## src/rtl/clk_src_guard_pkg.sv

```systemverilog
package clk_src_guard_pkg;
  localparam int NUM_SRC = 3;

  localparam logic [1:0] GRP_MASTER = 2'd0;
  localparam logic [1:0] GRP_SLAVE  = 2'd1;
  localparam logic [1:0] GRP_STBY   = 2'd2;

  localparam logic [1:0] MODE_FREE   = 2'd0;
  localparam logic [1:0] MODE_LOCKED = 2'd1;
  localparam logic [1:0] MODE_HOLD   = 2'd2;

  // k-th preferred source; force swaps master and slave only
  function automatic logic [1:0] rank_src(input logic frc, input int k);
    if (frc && k < 2) return 2'(1 - k);
    return 2'(k);
  endfunction
endpackage

```

## src/rtl/src_activity_mon.sv

```systemverilog
module src_activity_mon #(
  parameter int TIMEOUT_CYC = 16,
  parameter int QUAL_EDGES  = 8
) (
  input  logic clk,
  input  logic rst_n,
  input  logic mon_in,
  output logic valid
);
  localparam int GW = $clog2(TIMEOUT_CYC + 1);
  localparam int QW = $clog2(QUAL_EDGES + 1);

  logic [2:0]    smp_q;
  logic [GW-1:0] gap_q, gap_n;
  logic [QW-1:0] qual_q, qual_n;
  logic          valid_q, valid_n;
  logic          edge_seen, timeout_hit;

  assign edge_seen   = smp_q[1] ^ smp_q[2];
  assign timeout_hit = !edge_seen && (gap_q == GW'(TIMEOUT_CYC - 1));

  always_comb begin
    gap_n   = gap_q;
    qual_n  = qual_q;
    valid_n = valid_q;
    if (edge_seen) begin
      gap_n = '0;
    end else if (gap_q != GW'(TIMEOUT_CYC)) begin
      gap_n = gap_q + 1'b1;
    end
    if (timeout_hit) begin
      valid_n = 1'b0;
      qual_n  = '0;
    end else if (edge_seen && !valid_q) begin
      if (qual_q == QW'(QUAL_EDGES - 1)) begin
        valid_n = 1'b1;
        qual_n  = '0;
      end else begin
        qual_n = qual_q + 1'b1;
      end
    end
  end

  always_ff @(posedge clk or negedge rst_n) begin
    if (!rst_n) begin
      smp_q   <= '0;
      gap_q   <= '0;
      qual_q  <= '0;
      valid_q <= 1'b0;
    end else begin
      smp_q   <= {smp_q[1:0], mon_in};
      gap_q   <= gap_n;
      qual_q  <= qual_n;
      valid_q <= valid_n;
    end
  end

  assign valid = valid_q;

  // a gap reaching the timeout drops the valid bit on the next cycle
  p_timeout_drop_r2: assert property (@(posedge clk) disable iff (!rst_n)
    (gap_q == GW'(TIMEOUT_CYC - 1) && !edge_seen) |=> !valid_q);

  // the valid bit never rises without an edge in the cycle before
  p_rise_on_edge_r3: assert property (@(posedge clk) disable iff (!rst_n)
    $rose(valid_q) |-> $past(smp_q[1] ^ smp_q[2]));
endmodule

```

## src/rtl/src_arbiter.sv

```systemverilog
module src_arbiter
  import clk_src_guard_pkg::*;
(
  input  logic               clk,
  input  logic               rst_n,
  input  logic [NUM_SRC-1:0] valid,
  input  logic               force_slave,
  input  logic               lock_ok,
  output logic [1:0]         sel,
  output logic [1:0]         mode
);
  logic [1:0] sel_q, sel_n;
  logic [1:0] mode_q, mode_n;
  logic       any_valid;

  assign any_valid = |valid;

  always_comb begin
    sel_n = sel_q;
    for (int k = NUM_SRC - 1; k >= 0; k--) begin
      if (valid[rank_src(force_slave, k)]) sel_n = rank_src(force_slave, k);
    end
  end

  always_comb begin
    mode_n = mode_q;
    if (!any_valid) begin
      mode_n = (mode_q == MODE_FREE) ? MODE_FREE : MODE_HOLD;
    end else if (lock_ok || mode_q != MODE_FREE) begin
      mode_n = MODE_LOCKED;
    end
  end

  always_ff @(posedge clk or negedge rst_n) begin
    if (!rst_n) begin
      sel_q  <= GRP_MASTER;
      mode_q <= MODE_FREE;
    end else begin
      sel_q  <= sel_n;
      mode_q <= mode_n;
    end
  end

  assign sel  = sel_q;
  assign mode = mode_q;

  // the select code is always a legal group
  p_sel_legal_r4: assert property (@(posedge clk) disable iff (!rst_n)
    sel_q != 2'd3);

  // force with a valid slave selects slave
  p_force_slave_r5: assert property (@(posedge clk) disable iff (!rst_n)
    (force_slave && valid[1]) |=> sel_q == GRP_SLAVE);

  // losing every input after lock gives holdover
  p_holdover_r7: assert property (@(posedge clk) disable iff (!rst_n)
    (!any_valid && mode_q != MODE_FREE) |=> mode_q == MODE_HOLD);

  // free-run holds while the loop reports no lock
  p_free_hold_r8: assert property (@(posedge clk) disable iff (!rst_n)
    (mode_q == MODE_FREE && !lock_ok) |=> mode_q == MODE_FREE);

  p_mode_legal_r8: assert property (@(posedge clk) disable iff (!rst_n)
    mode_q != 2'd3);
endmodule

```

## src/rtl/clk_src_guard.sv

```systemverilog
module clk_src_guard
  import clk_src_guard_pkg::*;
#(
  parameter int TIMEOUT_CYC = 16,
  parameter int QUAL_EDGES  = 8
) (
  input  logic               clk,
  input  logic               rst_n,
  input  logic [NUM_SRC-1:0] src_clk,
  input  logic [NUM_SRC-1:0] src_sync,
  input  logic               force_slave,
  input  logic               lock_ok,
  input  logic               irq_clr,
  output logic [1:0]         grp_sel,
  output logic [1:0]         mode,
  output logic [NUM_SRC-1:0] src_valid,
  output logic               clk_out,
  output logic               sync_out,
  output logic               irq
);
  logic [1:0]         rst_sync_q;
  logic               rst_int_n;
  logic [NUM_SRC-1:0] valid_w, valid_d;
  logic [1:0]         sel_w, sel_d;
  logic               irq_q, irq_n, chg;

  // reset asserts at once, releases on the clock
  always_ff @(posedge clk or negedge rst_n) begin
    if (!rst_n) rst_sync_q <= '0;
    else        rst_sync_q <= {rst_sync_q[0], 1'b1};
  end
  assign rst_int_n = rst_sync_q[1];

  for (genvar g = 0; g < NUM_SRC; g++) begin : g_mon
    src_activity_mon #(
      .TIMEOUT_CYC(TIMEOUT_CYC),
      .QUAL_EDGES (QUAL_EDGES)
    ) u_mon (
      .clk   (clk),
      .rst_n (rst_int_n),
      .mon_in(src_clk[g]),
      .valid (valid_w[g])
    );
  end

  src_arbiter u_arb (
    .clk        (clk),
    .rst_n      (rst_int_n),
    .valid      (valid_w),
    .force_slave(force_slave),
    .lock_ok    (lock_ok),
    .sel        (sel_w),
    .mode       (mode)
  );

  assign chg = (valid_w != valid_d) || (sel_w != sel_d);

  always_comb begin
    irq_n = irq_q;
    if (chg)          irq_n = 1'b1;
    else if (irq_clr) irq_n = 1'b0;
  end

  always_ff @(posedge clk or negedge rst_int_n) begin
    if (!rst_int_n) begin
      valid_d <= '0;
      sel_d   <= GRP_MASTER;
      irq_q   <= 1'b0;
    end else begin
      valid_d <= valid_w;
      sel_d   <= sel_w;
      irq_q   <= irq_n;
    end
  end

  // clock and sync of a group are switched as one pair
  always_comb begin
    case (sel_w)
      GRP_SLAVE: begin clk_out = src_clk[1]; sync_out = src_sync[1]; end
      GRP_STBY:  begin clk_out = src_clk[2]; sync_out = src_sync[2]; end
      default:   begin clk_out = src_clk[0]; sync_out = src_sync[0]; end
    endcase
  end

  assign grp_sel   = sel_w;
  assign src_valid = valid_w;
  assign irq       = irq_q;

  // the flag holds until a clear strobe
  p_irq_sticky_r10: assert property (@(posedge clk) disable iff (!rst_int_n)
    (irq_q && !irq_clr) |=> irq_q);

  // a selection change always raises the flag
  p_irq_on_sel_r10: assert property (@(posedge clk) disable iff (!rst_int_n)
    (sel_w != sel_d) |=> irq_q);
endmodule

```

## config.mk

```make
export PLATFORM = sky130hd
export DESIGN_NAME = clk_src_guard
export DESIGN_NICKNAME = d
export VERILOG_FILES = /design/src/rtl/clk_src_guard_pkg.sv /design/src/rtl/src_activity_mon.sv /design/src/rtl/src_arbiter.sv /design/src/rtl/clk_src_guard.sv
export SDC_FILE = /design/constraint.sdc
export NUM_CORES = 1
export LEC_CHECK = 0
export ABC_AREA = 1
export ABC_CLOCK_PERIOD_IN_PS = 2250
export BUFFER_PORTS_ARGS = -buffer_cell sky130_fd_sc_hd__buf_2
export CAP_MARGIN = 20
export CORE_MARGIN = 1.5
export CORE_UTILIZATION = 50
export CTS_CLUSTER_SIZE = 25
export DETAILED_ROUTE_END_ITERATION = 10
export PLACE_DENSITY = 0.69
export SETUP_SLACK_MARGIN = 0.1
export SYNTH_ARGS = -nofsm -noshare
export SYNTH_HDL_FRONTEND = slang
export SYNTH_SLANG_ARGS = --single-unit
```

## constraint.sdc

```tcl
create_clock -name clk -period 2.25 [get_ports clk]
set_input_delay 0.3375 -clock clk [delete_from_list [all_inputs] [get_ports clk]]
set_output_delay 0.3375 -clock clk [all_outputs]
set_load 0.01 [all_outputs]
```

==> impl_metrics.csv, run 1 <==
group,metric,value,unit
setup_path,r2r_setup_slack,0.81,ns
timing,finalHoldViolCount,0,
setup_path,cp.arrival,1.46,ns
floorplan,die-area,5410,um2
clocking,cts_max_level,2,
power_and_ir_drop,power_frac_comb,31.2,%
cells_and_area,final_util,58.2,%
yosys,seq_area_frac_synth,51.3,%
setup_path,start_kind,"flip-flop",
global_route,antenna_found_initial,0,
yosys,yosys_most_used_dff,"dfrtp_1",
clocking,ctsRootBufferMaster,"clkbuf_8",
setup_path,ff2ff_path_depth,9,
setup_path,worstSetupPathType,"flip-flop to output pin",
yosys,yosysWarnings,0,
run,cap_violations,0,
timing,grt_setup_unrepaired,"no",
timing,clock-skew-final,0.00899,ns
setup_path,endpoint_kind,"output pin",
placed_design,dp.cells,363,
global_route,grt_pass1_vias,1627,
power_and_ir_drop,p_int,0.00181,W
outcome,status,"finished clean",
yosys,synthesis.area,2490,um2
floorplan,fp-row-count,25,
cells_and_area,nFillCells,436,
yosys,synth_edf_count,0,
yosys,synthAdderAreaFrac,7.55,%
floorplan,io-pin-count,21,
cells_and_area,fin_cells,372,
worst_hold_path,min_to,"g_mon[1].u_mon.smp_q[0]$_DFF_PN0_",
routing,vias,1791,
global_route,grt_use_total,16.7,%
yosys,ys_ff_latch,51,
timing,tns,0,ns
power_and_ir_drop,ir_drop,0.000669,V
floorplan,design.core.area,4750,um2
setup_path,cp_max_fo,4,
routing,drc_errors,0,
routing,drt_iter0_markers,58,
worst_hold_path,min_from,"src_clk[1]",
routing,finalWirelength,4020,um
floorplan,start_util,52.3,%
yosys,synth_area_leader_cell,"dfrtp_1",
timing,finalSetupViolCount,0,
power_and_ir_drop,switching_share,36.3,%
global_route,grt_overflow,0,
timing,worst_pin_slew,0.610,ns
power_and_ir_drop,p_leak,1.43,nW
yosys,syn_area_per_cell,8.95,um2
power_and_ir_drop,p_sw,0.00103,W
yosys,async_reset_ff_share,100,%
yosys,synthMuxAreaShare,0,%
cells_and_area,layout.nets,330,
clocking,clk_latency,0.30,ns
yosys,synth_compound_area_share,7.55,%
yosys,synth.area.top_cells,"dfrtp_1, nand2_1, ha_1",
timing,drv_slew,0,
yosys,syn_inst,278,
cells_and_area,antenna_cells,0,
placed_design,place_congestion,0.834,
timing,fin_crit,1.80,ns
clocking,cts_buffer_depth,2,
setup_path,cp.required,1.91,ns
routing,detail-route-antenna-nets,0,
routing,wl_per_cell,10.8,um
floorplan,fp.dieH,73.5,um
yosys,synth_top_family_by_area,"simple AND/OR/NAND/NOR gates",
global_route,grt_pass1_wl,6930,um
timing,setup_ws,0.452,ns
yosys,yosysUniqueCellTypes,24,
setup_path,reg2reg_from,"g_mon[2].u_mon.gap_q[0]$_DFFE_PN0P_",
timing,fmax,556,MHz
floorplan,fp.dieW,73.5,um
global_route,grt_max_degree,50,
cells_and_area,syn2layout_area_growth,11.3,%
placed_design,place_ws,0.776,ns
yosys,synth_nets,304,
worst_hold_path,hold_depth,1,
yosys,synthXorXnorAreaFrac,2.46,%
setup_path,rr_endpoint,"g_mon[2].u_mon.qual_q[3]$_DFFE_PN0P_",
power_and_ir_drop,power_density,1030,nW/um2
routing,drtPass1Iterations,4,
clocking,cts.clk_slew.worst_paths,0.08,ns
yosys,synth_top_area_share,51.3,%
cells_and_area,drive_gt1_share,16.7,%
power_and_ir_drop,clock_power_share,20.0,%
worst_hold_path,min_path_type,"input pin to flip-flop",
clocking,cts.sinks,51,
yosys,synthSimpleGateAreaFrac,23.9,%
power_and_ir_drop,pwr-share-seq,48.8,%
clocking,cts_tree,"yes",
placed_design,port_buffers,20,
placed_design,hpwlAfterDp,2930,um
timing,min_period_over_period,79.9,%
timing,slew_headroom,59.4,%
routing,via_per_inst,4.81,
clocking,cts_buffers,5,
what timing repair did:
action | in CTS | in global routing
buffers inserted | 0 | 0
endpoints found under the setup margin | 0 | 0
resized for setup | 0 | 0
hold endpoints to repair | 2 | 0
hold buffers | 1 | 0
synthesized netlist by cell type (2+ instances only):
cell type,number
o21ai_1,2
nand2_1,55
nand3_1,24
dfrtp_1,51
nor2_1,22
nand4_1,3
ha_1,15
buf_4,3
o22ai_1,3
inv_2,3
a21oi_1,12
nand2_4,5
xnor2_1,3
nor3_2,3
xor2_1,4
inv_1,38
nor4_1,2
o21ai_0,15
nand2_2,10
metal layers:
layer / part of all wire [%] / up-vias / global-route usage [%] / wire length (um)
met5: 0 / - / 0 / 0
met4: 1.7 / 0 / 6.17 / 68
met3: 2.9 / 6 / 3.84 / 116
met2: 45 / 26 / 27.4 / 1800
met1: 51 / 819 / 21.6 / 2040
li1: - / 940 / - / -
through the flow:
stage                     hold WS, ns  power, W  cell area (um2)
after floorplan                0.0419   0.00206             2490
after global placement          0.124   0.00227             2660
after detailed placement        0.126   0.00230             2660
after CTS                       0.148   0.00287             2770
after global routing            0.148   0.00307             2770
final                           0.155   0.00284             2770
sequential cells by signal, summed over array words and instances, names as in the netlist:
| name | count |
|---|---|
| g_mon.u_mon.gap_q | 15 |
| valid_d | 3 |
| rst_sync_q | 2 |
| g_mon.u_mon.smp_q | 9 |
| sel_d | 2 |
| irq | 1 |
| u_arb.sel | 2 |
| g_mon.u_mon.valid | 3 |
| g_mon.u_mon.qual_q | 12 |
| u_arb.mode | 2 |
placed cells by master (no fill, tap or decap), drive strengths merged:
master and n:
nand2 70, dlygate4sd3 1, nand4 3, dfrtp 51, xnor2 3, o22ai 3
conb 1, nor2 22, nor4 2, a21oi 12, o21a 1, clkbuf 8
o21ai 18, nand3 24, o31ai 1, inv 41, ha 15, xor2 4
buf 21, nor3 4
final cells by class:
class                           instances  area, um2  share of cell area, %
Sequential cell                        51       1280                   46.2
Multi-Input combinational cell        183       1030                   37.4
Inverter                               41        154                   5.56
Timing Repair Buffer                   22        118                   4.25
Clock buffer                            8        100                   3.62
Tap cell                               67       83.8                   3.03
power by group through the flow:
stage | registers, W | clock network [W] | logic, W
floorplan | 0.00137 | 0 | 0.000682
global placement | 0.00140 | 0 | 0.000877
detailed placement | 0.00141 | 0 | 0.000887
CTS | 0.00139 | 0.000582 | 0.000898
global route | 0.00142 | 0.000612 | 0.00103
finish | 0.00138 | 0.000568 | 0.000884
kinds of logic (layout without fill, tap and decap cells):
group                    Yosys count  count (layout)
AND/OR/NAND/NOR                  125             125
adder cells (fa/ha/maj)           15              15
buffers and inverters             44              71
flip-flops                        51              51
other                              1               1
AO/OA/AOI/OAI                     35              35
XOR/XNOR                           7               7
worst max path at each step:
stage	start	cells past startpoint	slack, ns	end
2_1_floorplan	rst_sync_q[1]$_DFF_PN0_	0	0.73	g_mon[0].u_mon.gap_q[0]$_DFFE_PN0P_
3_3_place_gp	u_arb.sel[0]$_DFFE_PN0P_	6	0.81	sync_out
3_5_place_dp	u_arb.sel[0]$_DFFE_PN0P_	6	0.78	sync_out
4_1_cts	u_arb.sel[0]$_DFFE_PN0P_	6	0.44	sync_out
5_1_grt	u_arb.sel[0]$_DFFE_PN0P_	6	0.32	sync_out
6_report	u_arb.sel[0]$_DFFE_PN0P_	6	0.45	sync_out
worst max-delay path, cell delays in order, from the launching register on:
cell and delay (ns):
dfrtp_1 0.38, inv_1 0.09, ha_1 0.33, inv_1 0.08, nor2_1 0.04, a21oi_1 0.10
buf_2 0.14
(Power assumes the default switching activity.)
==> inputs of run 2 (changes only) <==
--- a/config.mk
+++ b/config.mk
@@ -6,14 +6,14 @@
 export NUM_CORES = 1
 export LEC_CHECK = 0
 export ABC_AREA = 1
-export ABC_CLOCK_PERIOD_IN_PS = 2250
+export ABC_CLOCK_PERIOD_IN_PS = 1500
 export BUFFER_PORTS_ARGS = -buffer_cell sky130_fd_sc_hd__buf_2
 export CAP_MARGIN = 20
 export CORE_MARGIN = 1.5
 export CORE_UTILIZATION = 50
 export CTS_CLUSTER_SIZE = 25
 export DETAILED_ROUTE_END_ITERATION = 10
-export PLACE_DENSITY = 0.69
+export PLACE_DENSITY = 0.71
 export SETUP_SLACK_MARGIN = 0.1
 export SYNTH_ARGS = -nofsm -noshare
 export SYNTH_HDL_FRONTEND = slang
==> constraint.sdc (replaced) <==
create_clock -name clk -period 1.5 [get_ports clk]
set_input_delay 0.225 -clock clk [delete_from_list [all_inputs] [get_ports clk]]
set_output_delay 0.225 -clock clk [all_outputs]
set_load 0.01 [all_outputs]
==> impl_metrics.csv, run 2 (synthesized netlist as in run 1, its figures left out) <==
group,metric,value,unit
routing,finalWirelength,4600,um
placed_design,hpwlAfterDp,3070,um
timing,fin_crit,1.56,ns
timing,hold_ws,0.0425,ns
setup_path,cp_cell_sequence,"ha_4, a21oi_2, a21oi_1, buf_2",
floorplan,die-area,5410,um2
cells_and_area,final_common_cell,"dfrtp_1",
power_and_ir_drop,ir_drop,0.00108,V
run,cap_violations,0,
global_route,grt_pass1_vias,1789,
cells_and_area,drive_gt1_share,31.8,%
routing,drc_errors,0,
outcome,violations,"setup timing",
timing,fmax,641,MHz
setup_path,start_kind,"flip-flop",
timing,finalSetupViolCount,2,
global_route,antenna_found_initial,0,
setup_path,crit_path_start,"u_arb.sel[1]$_DFFE_PN0P_",
placed_design,dp.cells,365,
setup_path,slowest_delay,0.45,ns
placed_design,port_buffers,20,
setup_path,worstSetupPathType,"flip-flop to output pin",
clocking,cts_buffer_depth,2,
timing,setup_ws,-0.0608,ns
clocking,cts_buffers,5,
outcome,status,"finished with violations",
clocking,cts.clk_slew.worst_paths,0.09,ns
cells_and_area,antenna_cells,0,
cells_and_area,layout.nets,336,
setup_path,endpoint_kind,"output pin",
cells_and_area,final_cell_mix,"dfrtp_1, nand2_1, inv_1",
floorplan,io-pin-count,21,
clocking,cts_max_level,2,
setup_path,cp.required,1.27,ns
cells_and_area,largest_reg_flops,15,
setup_path,reg2reg_from,"g_mon[2].u_mon.gap_q[1]$_DFFE_PN0P_",
cells_and_area,syn2layout_area_growth,22.6,%
routing,drt_iter0_markers,72,
timing,grt_setup_unrepaired,"yes",
global_route,grt_use_total,17.6,%
routing,vias,1907,
timing,finalHoldViolCount,0,
clocking,clk_latency,0.30,ns
placed_design,place_congestion,0.862,
global_route,grt_pass1_wl,7300,um
cells_and_area,fin_cells,378,
floorplan,fp-row-count,25,
clocking,cts_tree,"yes",
floorplan,fp.dieW,73.5,um
setup_path,worst_path_max_delay_cell,"dfrtp_2",
power_and_ir_drop,p_leak,1.49,nW
global_route,grt_max_degree,24,
setup_path,cp_max_fo,4,
power_and_ir_drop,power_density,1500,nW/um2
routing,detail-route-antenna-nets,0,
cells_and_area,reg.largest.list,"g_mon.u_mon.gap_q x15, g_mon.u_mon.qual_q x12, g_mon.u_mon.smp_q x9",
timing,min_period_over_period,104,%
power_and_ir_drop,power,0.00459,W
routing,drtPass1Iterations,4,
global_route,grt_overflow,0,
cells_and_area,final_util,64.2,%
timing,drv_slew,0,
routing,wl_per_cell,12.2,um
cells_and_area,regMostFlops,"g_mon.u_mon.gap_q",
floorplan,design.core.area,4750,um2
clocking,cts.sinks,51,
worst_hold_path,min_path_type,"input pin to flip-flop",
worst_hold_path,min_from,"src_clk[1]",
setup_path,cp.arrival,1.34,ns
floorplan,fp.dieH,73.5,um
timing,clock-skew-final,0.0115,ns
clocking,ctsRootBufferMaster,"clkbuf_8",
routing,via_per_inst,5.04,
floorplan,start_util,52.3,%
run 2: changes by cell type in the layout (fill, tap and decap cells not counted), sizes merged:
cell,before,now
buf,21,27
clkbuf,8,7
clkinvlp,0,1
run 2: power by group:
group	total, W	switching (W)	internal [W]
clock network	0.000856	0.000436	0.000420
logic	0.00160	0.000875	0.000727
registers	0.00213	0.000409	0.00172
run 2: layer usage:
| metal | global-route usage, % | routed length, um | vias to the layer above |
|---|---|---|---|
| li1 | - | - | 948 |
| met1 | 21.7 | 2010 | 915 |
| met2 | 30.0 | 2370 | 34 |
| met3 | 3.02 | 122 | 10 |
| met4 | 7.82 | 95 | 0 |
| met5 | 0 | 0 | - |
run 2: critical path: cells and delay by family, from the launching register on:
family,cells,cell delay (ns)
DFF,1,0.45
adders and majority gates,1,0.30
AOI/OAI and AO/OA,2,0.15
buffers and inverters,1,0.14
run 2: repair_timing:
action	CTS	global route
hold endpoints to repair	2	0
resized for setup	7	56
pin swaps	0	24
hold buffers	1	0
setup buffers	4	0
endpoints found under the setup margin	5	21
run 2: cell type report:
| class | count | area, um2 |
|---|---|---|
| fillers | 392 | 1700 |
| flip-flops and latches | 51 | 1280 |
| multi-input cells | 183 | 1240 |
| repair buffers | 28 | 183 |
| inverters | 41 | 161 |
| clock buffers | 7 | 96.3 |
| well taps | 67 | 83.8 |
| clock inverters | 1 | 7.51 |
run 2: final timing paths:
kind,to,slack (ns),depth (start not counted)
min in group asynchronous,g_mon[0].u_mon.gap_q[4]$_DFFE_PN0P_,0.21,0
worst max register to register,g_mon[2].u_mon.valid$_DFFE_PN0P_,0.07,9
worst min register to register,g_mon[0].u_mon.gap_q[4]$_DFFE_PN0P_,0.21,0
worst min-delay path,g_mon[1].u_mon.smp_q[0]$_DFF_PN0_,0.04,1
max in group asynchronous,g_mon[2].u_mon.smp_q[0]$_DFF_PN0_,0.80,1
worst max-delay path,sync_out,-0.06,4
run 2: through the flow:
step	worst slack (ns)	setup TNS, ns	area (um2)
after floorplan	0.156	0	2490
after global placement	0.124	0	2690
after detailed placement	0.0639	0	2690
after CTS	-0.0644	-0.121	2850
after global routing	-0.137	-0.304	3050
final	-0.0608	-0.119	3050
==> inputs of run 3 (changes only) <==
--- a/config.mk
+++ b/config.mk
@@ -14,6 +14,8 @@
 export CTS_CLUSTER_SIZE = 25
 export DETAILED_ROUTE_END_ITERATION = 10
 export PLACE_DENSITY = 0.71
+export RECOVER_POWER = 25
+export REMOVE_ABC_BUFFERS = 1
 export SETUP_SLACK_MARGIN = 0.1
 export SYNTH_ARGS = -nofsm -noshare
 export SYNTH_HDL_FRONTEND = slang
==> impl_metrics.csv, run 3 (synthesized netlist as in run 1, its figures left out) <==
group,metric,value,unit
power_and_ir_drop,p_leak,1.48,nW
cells_and_area,final_util,64.3,%
placed_design,hpwlAfterDp,2910,um
clocking,cts.clk_slew.worst_paths,0.10,ns
outcome,status,"finished with violations",
setup_path,worstSetupPathType,"flip-flop to output pin",
outcome,violations,"setup timing",
setup_path,endpoint_kind,"output pin",
floorplan,die-area,5410,um2
timing,tns,-0.150,ns
clocking,cts_buffers,5,
global_route,grt_use_total,17.7,%
routing,drt_iter0_markers,80,
routing,drtPass1Iterations,4,
routing,wl_per_cell,11.9,um
placed_design,port_buffers,20,
cells_and_area,drive_gt1_share,34.3,%
floorplan,fp.dieH,73.5,um
placed_design,place_congestion,0.837,
global_route,grt_max_degree,50,
global_route,antenna_found_initial,0,
timing,grt_setup_unrepaired,"yes",
clocking,cts.sinks,51,
power_and_ir_drop,power_density,1470,nW/um2
run,cap_violations,0,
routing,detail-route-antenna-nets,0,
floorplan,io-pin-count,21,
global_route,grt_pass1_vias,1764,
routing,finalWirelength,4540,um
floorplan,fp.dieW,73.5,um
global_route,grt_overflow,0,
timing,setup_ws,-0.0756,ns
setup_path,start_kind,"flip-flop",
setup_path,cp_max_fo,3,
placed_design,place_ws,0.0621,ns
floorplan,design.core.area,4750,um2
timing,slew_headroom,55.4,%
power_and_ir_drop,ir_drop,0.000805,V
timing,fin_crit,1.58,ns
timing,fmax,635,MHz
cells_and_area,reg.largest.list,"g_mon.u_mon.gap_q x15, g_mon.u_mon.qual_q x12, g_mon.u_mon.smp_q x9",
timing,drv_slew,0,
cells_and_area,layout.nets,340,
timing,clock-skew-final,0.0149,ns
cells_and_area,regMostFlops,"g_mon.u_mon.gap_q",
timing,finalHoldViolCount,0,
cells_and_area,syn2layout_area_growth,22.8,%
setup_path,cp.arrival,1.35,ns
clocking,clk_latency,0.31,ns
worst_hold_path,min_path_type,"input pin to flip-flop",
global_route,grt_pass1_wl,7330,um
floorplan,fp-row-count,25,
clocking,ctsRootBufferMaster,"clkbuf_8",
clocking,cts_max_level,2,
routing,via_per_inst,4.93,
routing,vias,1884,
timing,finalSetupViolCount,2,
cells_and_area,largest_reg_flops,15,
cells_and_area,final_common_cell,"dfrtp_1",
clocking,cts_buffer_depth,2,
cells_and_area,final_cell_mix,"dfrtp_1, nand2_1, inv_1",
routing,drc_errors,0,
cells_and_area,nFillCells,407,
timing,min_period_over_period,105,%
timing,worst_pin_slew,0.669,ns
setup_path,cp.required,1.27,ns
clocking,cts_tree,"yes",
floorplan,start_util,52.3,%
cells_and_area,antenna_cells,0,
==> run 3: cell types whose count changed in the layout (fill, tap and decap cells not counted), sizes merged <==
cell,delta
clkinvlp,+1
clkinv,+1
buf,+2
==> run 3: per-layer routing <==
| layer | track usage [%] | up-vias | part of all wire, % |
|---|---|---|---|
| li1 | - | 953 | - |
| met1 | 22.5 | 902 | 47 |
| met2 | 28.7 | 24 | 49 |
| met3 | 3.43 | 5 | 3.1 |
| met4 | 9.05 | 0 | 1.2 |
| met5 | 0 | - | 0 |
==> run 3: timing repair <==
item                                   4_1_cts  5_1_grt
setup buffers                                4        5
setup endpoints to repair                    4       18
resized for setup                            6       62
pin swaps                                    0       29
hold buffers                                 1        0
endpoints found under the hold margin        2        0
==> run 3: report_power, final <==
group,switching (W),leakage (nW),internal (W)
sequential,0.000375,0.634,0.00172
combinational,0.000872,0.807,0.000722
clock,0.000467,0.0402,0.000325
==> run 3: layout make-up <==
type                    instances  area (um2)  area share (%)
repair buffers                 32         199            6.51
clock inverters                 3        20.0           0.655
flip-flops and latches         51        1280            41.9
multi-input cells             183        1240            40.5
well taps                      67        83.8            2.74
clock buffers                   5        68.8            2.25
inverters                      41         166            5.45
==> run 3: path summary, 6_finish.rpt <==
path | startpoint | end | slack (ns) | depth (start not counted)
max | u_arb.sel[1]$_DFFE_PN0P_ | sync_out | -0.08 | 4
min | src_clk[2] | g_mon[2].u_mon.smp_q[0]$_DFF_PN0_ | 0.04 | 1
max reg2reg | g_mon[2].u_mon.gap_q[1]$_DFFE_PN0P_ | g_mon[2].u_mon.valid$_DFFE_PN0P_ | 0.05 | 9
min reg2reg | g_mon[1].u_mon.smp_q[0]$_DFF_PN0_ | g_mon[1].u_mon.smp_q[1]$_DFF_PN0_ | 0.34 | 0
max in group asynchronous | rst_sync_q[1]$_DFF_PN0_ | u_arb.sel[1]$_DFFE_PN0P_ | 0.63 | 1
min in group asynchronous | rst_n | rst_sync_q[0]$_DFF_PN0_ | 0.22 | 2
==> run 3: per-stage QoR <==
stage	instance area, um2	hold WS [ns]	total power, W	instances
floorplan	2460	-0.0706	0.00303	275
global placement	2680	0.00954	0.00343	364
detailed placement	2680	0.0105	0.00346	364
CTS	2830	0.0273	0.00435	377
global route	3060	0.0215	0.00485	382
finish	3060	0.0356	0.00448	382
==> run 3: critical path, cell delays in order, from the launching register on <==
cell and delay [ns]:
dfrtp_2 0.45, ha_4 0.26, a21oi_1 0.12, a21oi_1 0.07
buf_2 0.14
